File: src/rtl/reloc_dpc_pkg.sv
package reloc_dpc_pkg;

    localparam int CNT_W     = 16;
    localparam int REL_W     = 12;
    localparam int REL_SHIFT = 6;
    localparam int RD_REL_W  = 9;
    localparam int PHYS_W    = CNT_W + 2;
    localparam int FETCH_W   = PHYS_W - 1;

    typedef enum logic [1:0] {
        SEL_CNT    = 2'd0,
        SEL_REL    = 2'd1,
        SEL_STATUS = 2'd2,
        SEL_NONE   = 2'd3
    } host_sel_e;

    typedef struct packed {
        logic start;
        logic resume;
    } seq_req_t;

    function automatic logic [CNT_W-1:0] word_align(input logic [CNT_W-1:0] v);
        return {v[CNT_W-1:1], 1'b0};
    endfunction

endpackage

File: src/rtl/dpc_counter.sv
module dpc_counter
    import reloc_dpc_pkg::*;
#(
    parameter int W = CNT_W
) (
    input  logic         clk,
    input  logic         rst,
    input  logic         wr_cnt,
    input  logic [W-1:0] wdata,
    input  logic         adv,
    output logic [W-1:0] cnt,
    output seq_req_t     req
);
    localparam logic [W-1:0] STEP = W'(2);

    always_ff @(posedge clk) begin
        if (rst) begin
            cnt <= '0;
            req <= '0;
        end else begin
            req <= '0;
            if (wr_cnt) begin
                if (wdata[0]) begin
                    req.resume <= 1'b1;
                end else begin
                    cnt       <= word_align(wdata);
                    req.start <= 1'b1;
                end
            end else if (adv) begin
                cnt <= cnt + STEP;
            end
        end
    end


    adv_step_chk: assert property (@(posedge clk) disable iff (rst)
        (adv && !wr_cnt) |=> (cnt == $past(cnt) + STEP));


    resume_hold_chk: assert property (@(posedge clk) disable iff (rst)
        (wr_cnt && wdata[0]) |=> (cnt == $past(cnt)));


    start_src_chk: assert property (@(posedge clk) disable iff (rst)
        req.start |-> ($past(wr_cnt) && !$past(wdata[0])));

endmodule

File: src/rtl/dpc_reloc_reg.sv
module dpc_reloc_reg
    import reloc_dpc_pkg::*;
#(
    parameter int W = REL_W
) (
    input  logic         clk,
    input  logic         rst,
    input  logic         wr_rel,
    input  logic [W-1:0] wdata,
    output logic [W-1:0] rel
);
    always_ff @(posedge clk) begin
        if (rst)         rel <= '0;
        else if (wr_rel) rel <= wdata;
    end


    rel_load_chk: assert property (@(posedge clk) disable iff (rst)
        wr_rel |=> (rel == $past(wdata)));

endmodule

File: src/rtl/dpc_addr_form.sv
module dpc_addr_form
    import reloc_dpc_pkg::*;
#(
    parameter int CW = CNT_W,
    parameter int RW = REL_W,
    parameter int SH = REL_SHIFT,
    parameter int RDW = RD_REL_W,
    parameter int PW = CW + 2
) (
    input  logic [CW-1:0] cnt,
    input  logic [RW-1:0] rel,
    output logic [PW-1:0] phys,
    output logic [CW-1:0] cnt_view
);
    localparam int REL_SPAN = RW + SH;
    localparam int RD_SPAN  = RDW + SH;

    logic [REL_SPAN-1:0] rel_full;
    logic [RD_SPAN-1:0]  rel_part;

    generate
        if (REL_SPAN > PW) begin : g_rel_trim
            assign phys = PW'({(REL_SPAN - CW)'(0), cnt} + {rel, SH'(0)});
        end else begin : g_rel_fit
            assign phys = {(PW - CW)'(0), cnt} + PW'({rel, SH'(0)});
        end
    endgenerate

    assign rel_full = {rel, SH'(0)};
    assign rel_part = {rel[RDW-1:0], SH'(0)};
    assign cnt_view = cnt + CW'(rel_part);


    always_comb begin
        if (rel_full == '0)
            phys_passthru_chk: assert (phys[CW-1:0] == cnt);
    end

endmodule

File: src/rtl/reloc_dpc.sv
module reloc_dpc
    import reloc_dpc_pkg::*;
#(
    parameter int CW = CNT_W,
    parameter int RW = REL_W,
    parameter int SH = REL_SHIFT,
    parameter int RDW = RD_REL_W,
    parameter int PW = CW + 2,
    parameter int FW = PW - 1
) (
    input  logic          clk,
    input  logic          rst,
    input  logic          host_wr,
    input  logic [1:0]    host_sel,
    input  logic [CW-1:0] host_wdata,
    output logic [CW-1:0] host_rdata,
    input  logic          fetch_adv,
    output logic [FW-1:0] fetch_addr,
    output logic          start_pulse,
    output logic          resume_pulse
);
    host_sel_e     sel;
    logic          wr_cnt;
    logic          wr_rel;
    logic [CW-1:0] cnt;
    logic [RW-1:0] rel;
    logic [PW-1:0] phys;
    logic [CW-1:0] cnt_view;
    seq_req_t      req;

    assign sel    = host_sel_e'(host_sel);
    assign wr_cnt = host_wr && (sel == SEL_CNT);
    assign wr_rel = host_wr && (sel == SEL_REL);

    dpc_counter #(.W(CW)) u_cnt (
        .clk    (clk),
        .rst    (rst),
        .wr_cnt (wr_cnt),
        .wdata  (host_wdata),
        .adv    (fetch_adv),
        .cnt    (cnt),
        .req    (req)
    );

    dpc_reloc_reg #(.W(RW)) u_rel (
        .clk    (clk),
        .rst    (rst),
        .wr_rel (wr_rel),
        .wdata  (host_wdata[RW-1:0]),
        .rel    (rel)
    );

    dpc_addr_form #(.CW(CW), .RW(RW), .SH(SH), .RDW(RDW), .PW(PW)) u_form (
        .cnt      (cnt),
        .rel      (rel),
        .phys     (phys),
        .cnt_view (cnt_view)
    );

    assign fetch_addr   = phys[PW-1:1];
    assign start_pulse  = req.start;
    assign resume_pulse = req.resume;

    always_comb begin
        unique case (sel)
            SEL_CNT:    host_rdata = cnt_view;
            SEL_REL:    host_rdata = CW'(rel);
            SEL_STATUS: host_rdata = CW'(phys[PW-1:CW]);
            default:    host_rdata = '0;
        endcase
    end


    reset_quiet_chk: assert property (@(posedge clk)
        rst |=> (!start_pulse && !resume_pulse && fetch_addr == '0));


    start_once_chk: assert property (@(posedge clk) disable iff (rst)
        start_pulse |=> (!start_pulse || $past(wr_cnt)));


    pulse_excl_chk: assert property (@(posedge clk) disable iff (rst)
        $onehot0({start_pulse, resume_pulse}));

endmodule

File: config.mk
export PLATFORM = sky130hd
export DESIGN_NAME = reloc_dpc
export DESIGN_NICKNAME = d
export VERILOG_FILES = /design/src/rtl/reloc_dpc_pkg.sv /design/src/rtl/dpc_counter.sv /design/src/rtl/dpc_reloc_reg.sv /design/src/rtl/dpc_addr_form.sv /design/src/rtl/reloc_dpc.sv
export SDC_FILE = /design/constraint.sdc
export NUM_CORES = 1
export LEC_CHECK = 0
export BUFFER_PORTS_ARGS = -buffer_cell sky130_fd_sc_hd__buf_2
export CAP_MARGIN = 20
export CORE_ASPECT_RATIO = 0.5
export CORE_MARGIN = 5
export CORE_UTILIZATION = 54
export DETAILED_ROUTE_END_ITERATION = 12
export PLACE_DENSITY = 0.85
export SKIP_CTS_REPAIR_TIMING = 1
export SYNTH_ARGS = -nofsm -noshare
export SYNTH_HDL_FRONTEND = slang
export SYNTH_HIERARCHICAL = 1
export SYNTH_SLANG_ARGS = --single-unit
File: constraint.sdc
create_clock -name clk -period 4.8 [get_ports clk]
set_input_delay 0.96 -clock clk [delete_from_list [all_inputs] [get_ports clk]]
set_output_delay 0.96 -clock clk [all_outputs]
set_load 0.05 [all_outputs]
==> flow_summary.toml, run 1 <==
[status]
outcome = "complete, no violations"

[sta]
fin_ws_ps = 1120
min_period_ps = 3680
maxSlewViolCount = 0
tightest_slew_ps = 808
fin_crit_sh_pct = 76.6
setup_violations = 0
clock.fmax_ghz = 0.272
tns_ps = 0
maxSlewHeadroom_pct = 46.2
finalHoldViolCount = 0
finClkSkew_ps = 3.59
rsz0062_at_grt = "false"

[layout]
fillCellCount = 351
drive_gt1_share_pct = 24.0
final_area_um2 = 2540
layout_common_cells = "buf_2 (56), nor2_1 (38), dfxtp_1 (29), mux2i_1 (28), nand2_1 (19)"
antennaDiodeCount = 0
final_nets = 342
area_delta_synth_final_pct = 8.26
final_common_cell = "buf_2"
utilization_pct = 62.9

[clock_network]
insertion_delay_ps = 270
clk_pin_slew_worst_paths_ps = 60
clock-sinks = 29
htree_levels = 2
tritoncts = "yes"
clock-root-buffer = "clkbuf_8"
clk_path_buf_depth = 2
cts_buffers = 5

[hold_path]
hold_path_class = "reg -> reg"
min_path_cells = 1
min-delay-start = "u_cnt/cnt[10]"
holdPathEnd = "u_cnt/cnt[10]"

[floorplanning]
fp.dieW_um = 103
core_area_um2 = 4040
io_pins = 57
std_cell_rows = 16
initial_core_util_pct = 58.1
dieHeight_um = 56.6
dieArea_um2 = 5850

[place]
placed_area_um2 = 2460
post-dp-hpwl_um = 4790
gp_congestion = 0.869
port_buffers = 56
place_ws_ps = 1500

[routing]
dr.pass1.iters = 5
routed_wl_um = 6510
vias_per_cell = 6.19
route.vias.total = 2242
ant_nets = 0
route.detailed.wl_per_inst_um = 18.0
first_iter_violations = 171
drc_errors = 0

[critical_path]
crit_path_end_kind = "primary output"
rr_endpoint = "u_cnt/cnt[15]"
arrival_ps = 2720
reg2reg_depth = 5
path_class = "reg -> out"
reg2reg_from = "u_cnt/cnt[1]"
start_kind = "register"
reg2reg_slack_ps = 2830
crit_chain = "ha_1 -> fa_1 -> a21oi_1 -> o211ai_2 -> o221ai_1 -> xnor2_1 -> mux2i_1 -> o2bb2ai_1 -> buf_2"
critPathSlowestCell = "fa_1"
critPathMaxFanout = 7
max_stage_delay_ps = 430
cp_data_required_time_ps = 3840

[global_routing]
grt.overflow.total = 0
grtUsageTotal_pct = 22.1
grt_pass1_wl_um = 10200
grt_antenna_before_repair = 0
grt_pass1_vias = 2108
grt_max_degree = 30

[flow_run]
drv_cap = 0

[synthesis]
syn-num-nets = 314
netlist_area_um2 = 2350
ys.warnings.count = 6
syn_avg_cell_area_um2 = 8.39
postSynthCellCount = 280

[pwr]
p_leak_nw = 1.16
ir_drop_v = 0.000102
total_power_w = 0.000614
p_per_area_nw_per_um2 = 241
## routing by layer
metal  GRT usage (%)  share of wire, %  vias up
li1                -                 -     1054
met1            28.2                40     1051
met2            34.9                48      123
met3            6.67                10       14
met4            8.12               1.8        0
met5               0                 0        -
## critical path: cells and delay by family (launching register included)
| family | cells | cell delay, ps |
|---|---|---|
| buf+inv | 1 | 280 |
| compound gates | 4 | 810 |
| mux | 1 | 100 |
| fa+ha+maj | 2 | 710 |
| xor+xnor | 1 | 170 |
| flops | 1 | 370 |
## power breakdown
group	internal, W	switching, W	leakage (nW)
sequential	0.000250	0.0000152	0.236
clock	0.000114	0.0000888	0.0443
combinational	0.0000440	0.000103	0.881
total	0.000407	0.000206	1.16
## sequential cells by signal, indices dropped and copies added, names as in the netlist
| register | cells |
|---|---|
| u_rel/rel | 12 |
| u_cnt/cnt | 15 |
| u_cnt/req | 2 |
## metrics by stage
stage	cells	hold slack (ps)
finish	362	547
global route	362	567
global placement	355	503
floorplan	280	481
detailed placement	355	517
CTS	362	534
## layout make-up
class	instances	area (um2)	share of cell area, %
sequential	29	581	22.8
clock buffer	7	86.3	3.40
inverter	6	22.5	0.886
timing repair buffer	57	288	11.3
tap	54	67.6	2.66
multi-input combinational	209	1500	58.9
## worst max-delay path by stage
stage / endpoint / depth (start not counted) / from / slack, ps
floorplan: host_rdata[0] / 8 / u_cnt/cnt[6] / 680
CTS: host_rdata[0] / 9 / u_cnt/cnt[6] / 1150
finish: host_rdata[0] / 9 / u_cnt/cnt[6] / 1120
global placement: host_rdata[0] / 9 / u_cnt/cnt[6] / 1570
global route: host_rdata[0] / 9 / u_cnt/cnt[6] / 1000
detailed placement: host_rdata[0] / 9 / u_cnt/cnt[6] / 1500
Note: power is estimated with default switching activity, not from simulation.
==> inputs of run 2 (changes only) <==
Clock period 4.8 ns to 3.55 ns, I/O delays scaled along.
==> flow_summary.toml, run 2 (synthesis gave the netlist of run 1 again) <==
[layout]
antennaDiodeCount = 0
finalNonFillerCells = 364
largestRegisters = "u_cnt/cnt x15, u_rel/rel x12, u_cnt/req x2"
final_nets = 343
largest_reg_flops = 15
area_delta_synth_final_pct = 9.16
layout_common_cells = "buf_2 (56), nor2_1 (38), dfxtp_1 (29), mux2i_1 (28), nand2_1 (19)"
drive_gt1_share_pct = 24.8
final_common_cell = "buf_2"
regMostFlops = "u_cnt/cnt"

[pwr]
ir_drop_v = 0.000147
combPwrFrac_pct = 24.3
clkPwrFrac_pct = 31.7
p_switching_w = 0.000277
sw_frac_of_total_pct = 34.0
p_leak_nw = 1.17
p_per_area_nw_per_um2 = 317
pwr-share-seq_pct = 44.0
p_int_w = 0.000537

[critical_path]
arrival_ps = 2680
reg2reg_depth = 5
reg2reg_slack_ps = 1640
cp-startpoint = "u_cnt/cnt[6]"
critPathMaxFanout = 7
crit_path_end_kind = "primary output"
rr_endpoint = "u_cnt/cnt[13]"
path_class = "reg -> out"
cp_data_required_time_ps = 2840
start_kind = "register"
crit_end = "host_rdata[0]"
reg2reg_from = "u_cnt/cnt[1]"

[sta]
maxSlewViolCount = 0
rsz0062_at_grt = "false"
clock.fmax_ghz = 0.295
hold-worst-slack_ps = 524
fin_crit_sh_pct = 95.4
tightest_slew_ps = 762
finalHoldViolCount = 0
fin_ws_ps = 163
min_period_ps = 3390
setup_violations = 0
maxSlewHeadroom_pct = 49.2
finClkSkew_ps = 1.58
tns_ps = 0

[global_routing]
grt.overflow.total = 0
grt_max_degree = 30
grtUsageTotal_pct = 21.7
grt_pass1_vias = 1995
grt_antenna_before_repair = 0
grt_pass1_wl_um = 9990

[floorplanning]
core_area_um2 = 4040
dieHeight_um = 56.6
std_cell_rows = 16
initial_core_util_pct = 58.1
fp.dieW_um = 103
io_pins = 57
dieArea_um2 = 5850

[clock_network]
clock-sinks = 29
cts_buffers = 5
insertion_delay_ps = 270
htree_levels = 2
clock-root-buffer = "clkbuf_8"
clk_path_buf_depth = 2
tritoncts = "yes"
clk_pin_slew_worst_paths_ps = 60

[routing]
routed_wl_um = 6290
first_iter_violations = 209
ant_nets = 0
dr.pass1.iters = 5
vias_per_cell = 6.21
route.detailed.wl_per_inst_um = 17.3
route.vias.total = 2259
drc_errors = 0

[hold_path]
hold_path_class = "reg -> reg"

[place]
port_buffers = 56
place_inst = 356
gp_congestion = 0.843
post-dp-hpwl_um = 4740
place_ws_ps = 465

[flow_run]
drv_cap = 0

[status]
outcome = "complete, no violations"
## run 2: cell count changes in the layout (fill, tap and decap cells not counted)
cell / change
xnor2_2: +1
clkbuf_8: -1
o221ai_2: +1
o2bb2ai_1: -1
xnor2_1: -1
o221ai_1: -1
o2bb2ai_2: +1
clkbuf_1: +2
buf_4: +1
## run 2: layout make-up
type / count / area [um2]
multi-input combinational: 209 / 1520
fill: 340 / 1480
sequential: 29 / 581
timing repair buffer: 58 / 295
clock buffer: 8 / 80.1
tap: 54 / 67.6
inverter: 6 / 22.5
## run 2: power groups by stage
stage	Clock (W)	Combinational, W	Sequential [W]
global placement	0	0.000192	0.000363
floorplan	0	0.000172	0.000358
finish	0.000258	0.000198	0.000358
CTS	0.000259	0.000198	0.000357
detailed placement	0	0.000196	0.000364
global route	0.000278	0.000211	0.000359
## run 2: layer usage
metal  wire length, um  part of all wire, %  vias up  global-route usage, %
li1                  -                    -     1053                      -
met1              2700                   43     1056                   30.8
met2              2890                   46      136                   33.9
met3               612                  9.7       14                   3.83
met4                85                  1.4        0                   5.35
met5                 0                    0        -                      0
## run 2: worst max-delay path: stages, from the launching register on
cell       delay, ps
dfxtp_1          380
ha_1             270
fa_1             410
a21oi_1          260
o211ai_2         170
o221ai_2         250
xnor2_2          140
mux2i_1          100
o2bb2ai_2        140
buf_2            270
## run 2: how the worst min path moves through the flow
stage	from	endpoint	slack (ps)	depth (start not counted)
2_1_floorplan	u_cnt/cnt[10]	u_cnt/cnt[10]	480	1
3_3_place_gp	u_cnt/cnt[10]	u_cnt/cnt[10]	510	1
3_5_place_dp	u_cnt/cnt[10]	u_cnt/cnt[10]	500	1
4_1_cts	u_cnt/cnt[10]	u_cnt/cnt[10]	520	1
5_1_grt	u_cnt/cnt[10]	u_cnt/cnt[10]	560	1
6_report	u_cnt/cnt[10]	u_cnt/cnt[10]	520	1
## run 2: through the flow
| step | utilization (%) | area [um2] | total power, W |
|---|---|---|---|
| after global placement | 61.3 | 2480 | 0.000556 |
| after global routing | 63.4 | 2560 | 0.000848 |
| after detailed placement | 61.3 | 2480 | 0.000560 |
| after floorplan | - | 2360 | 0.000529 |
| after CTS | 63.2 | 2560 | 0.000814 |
| final | 63.4 | 2560 | 0.000814 |
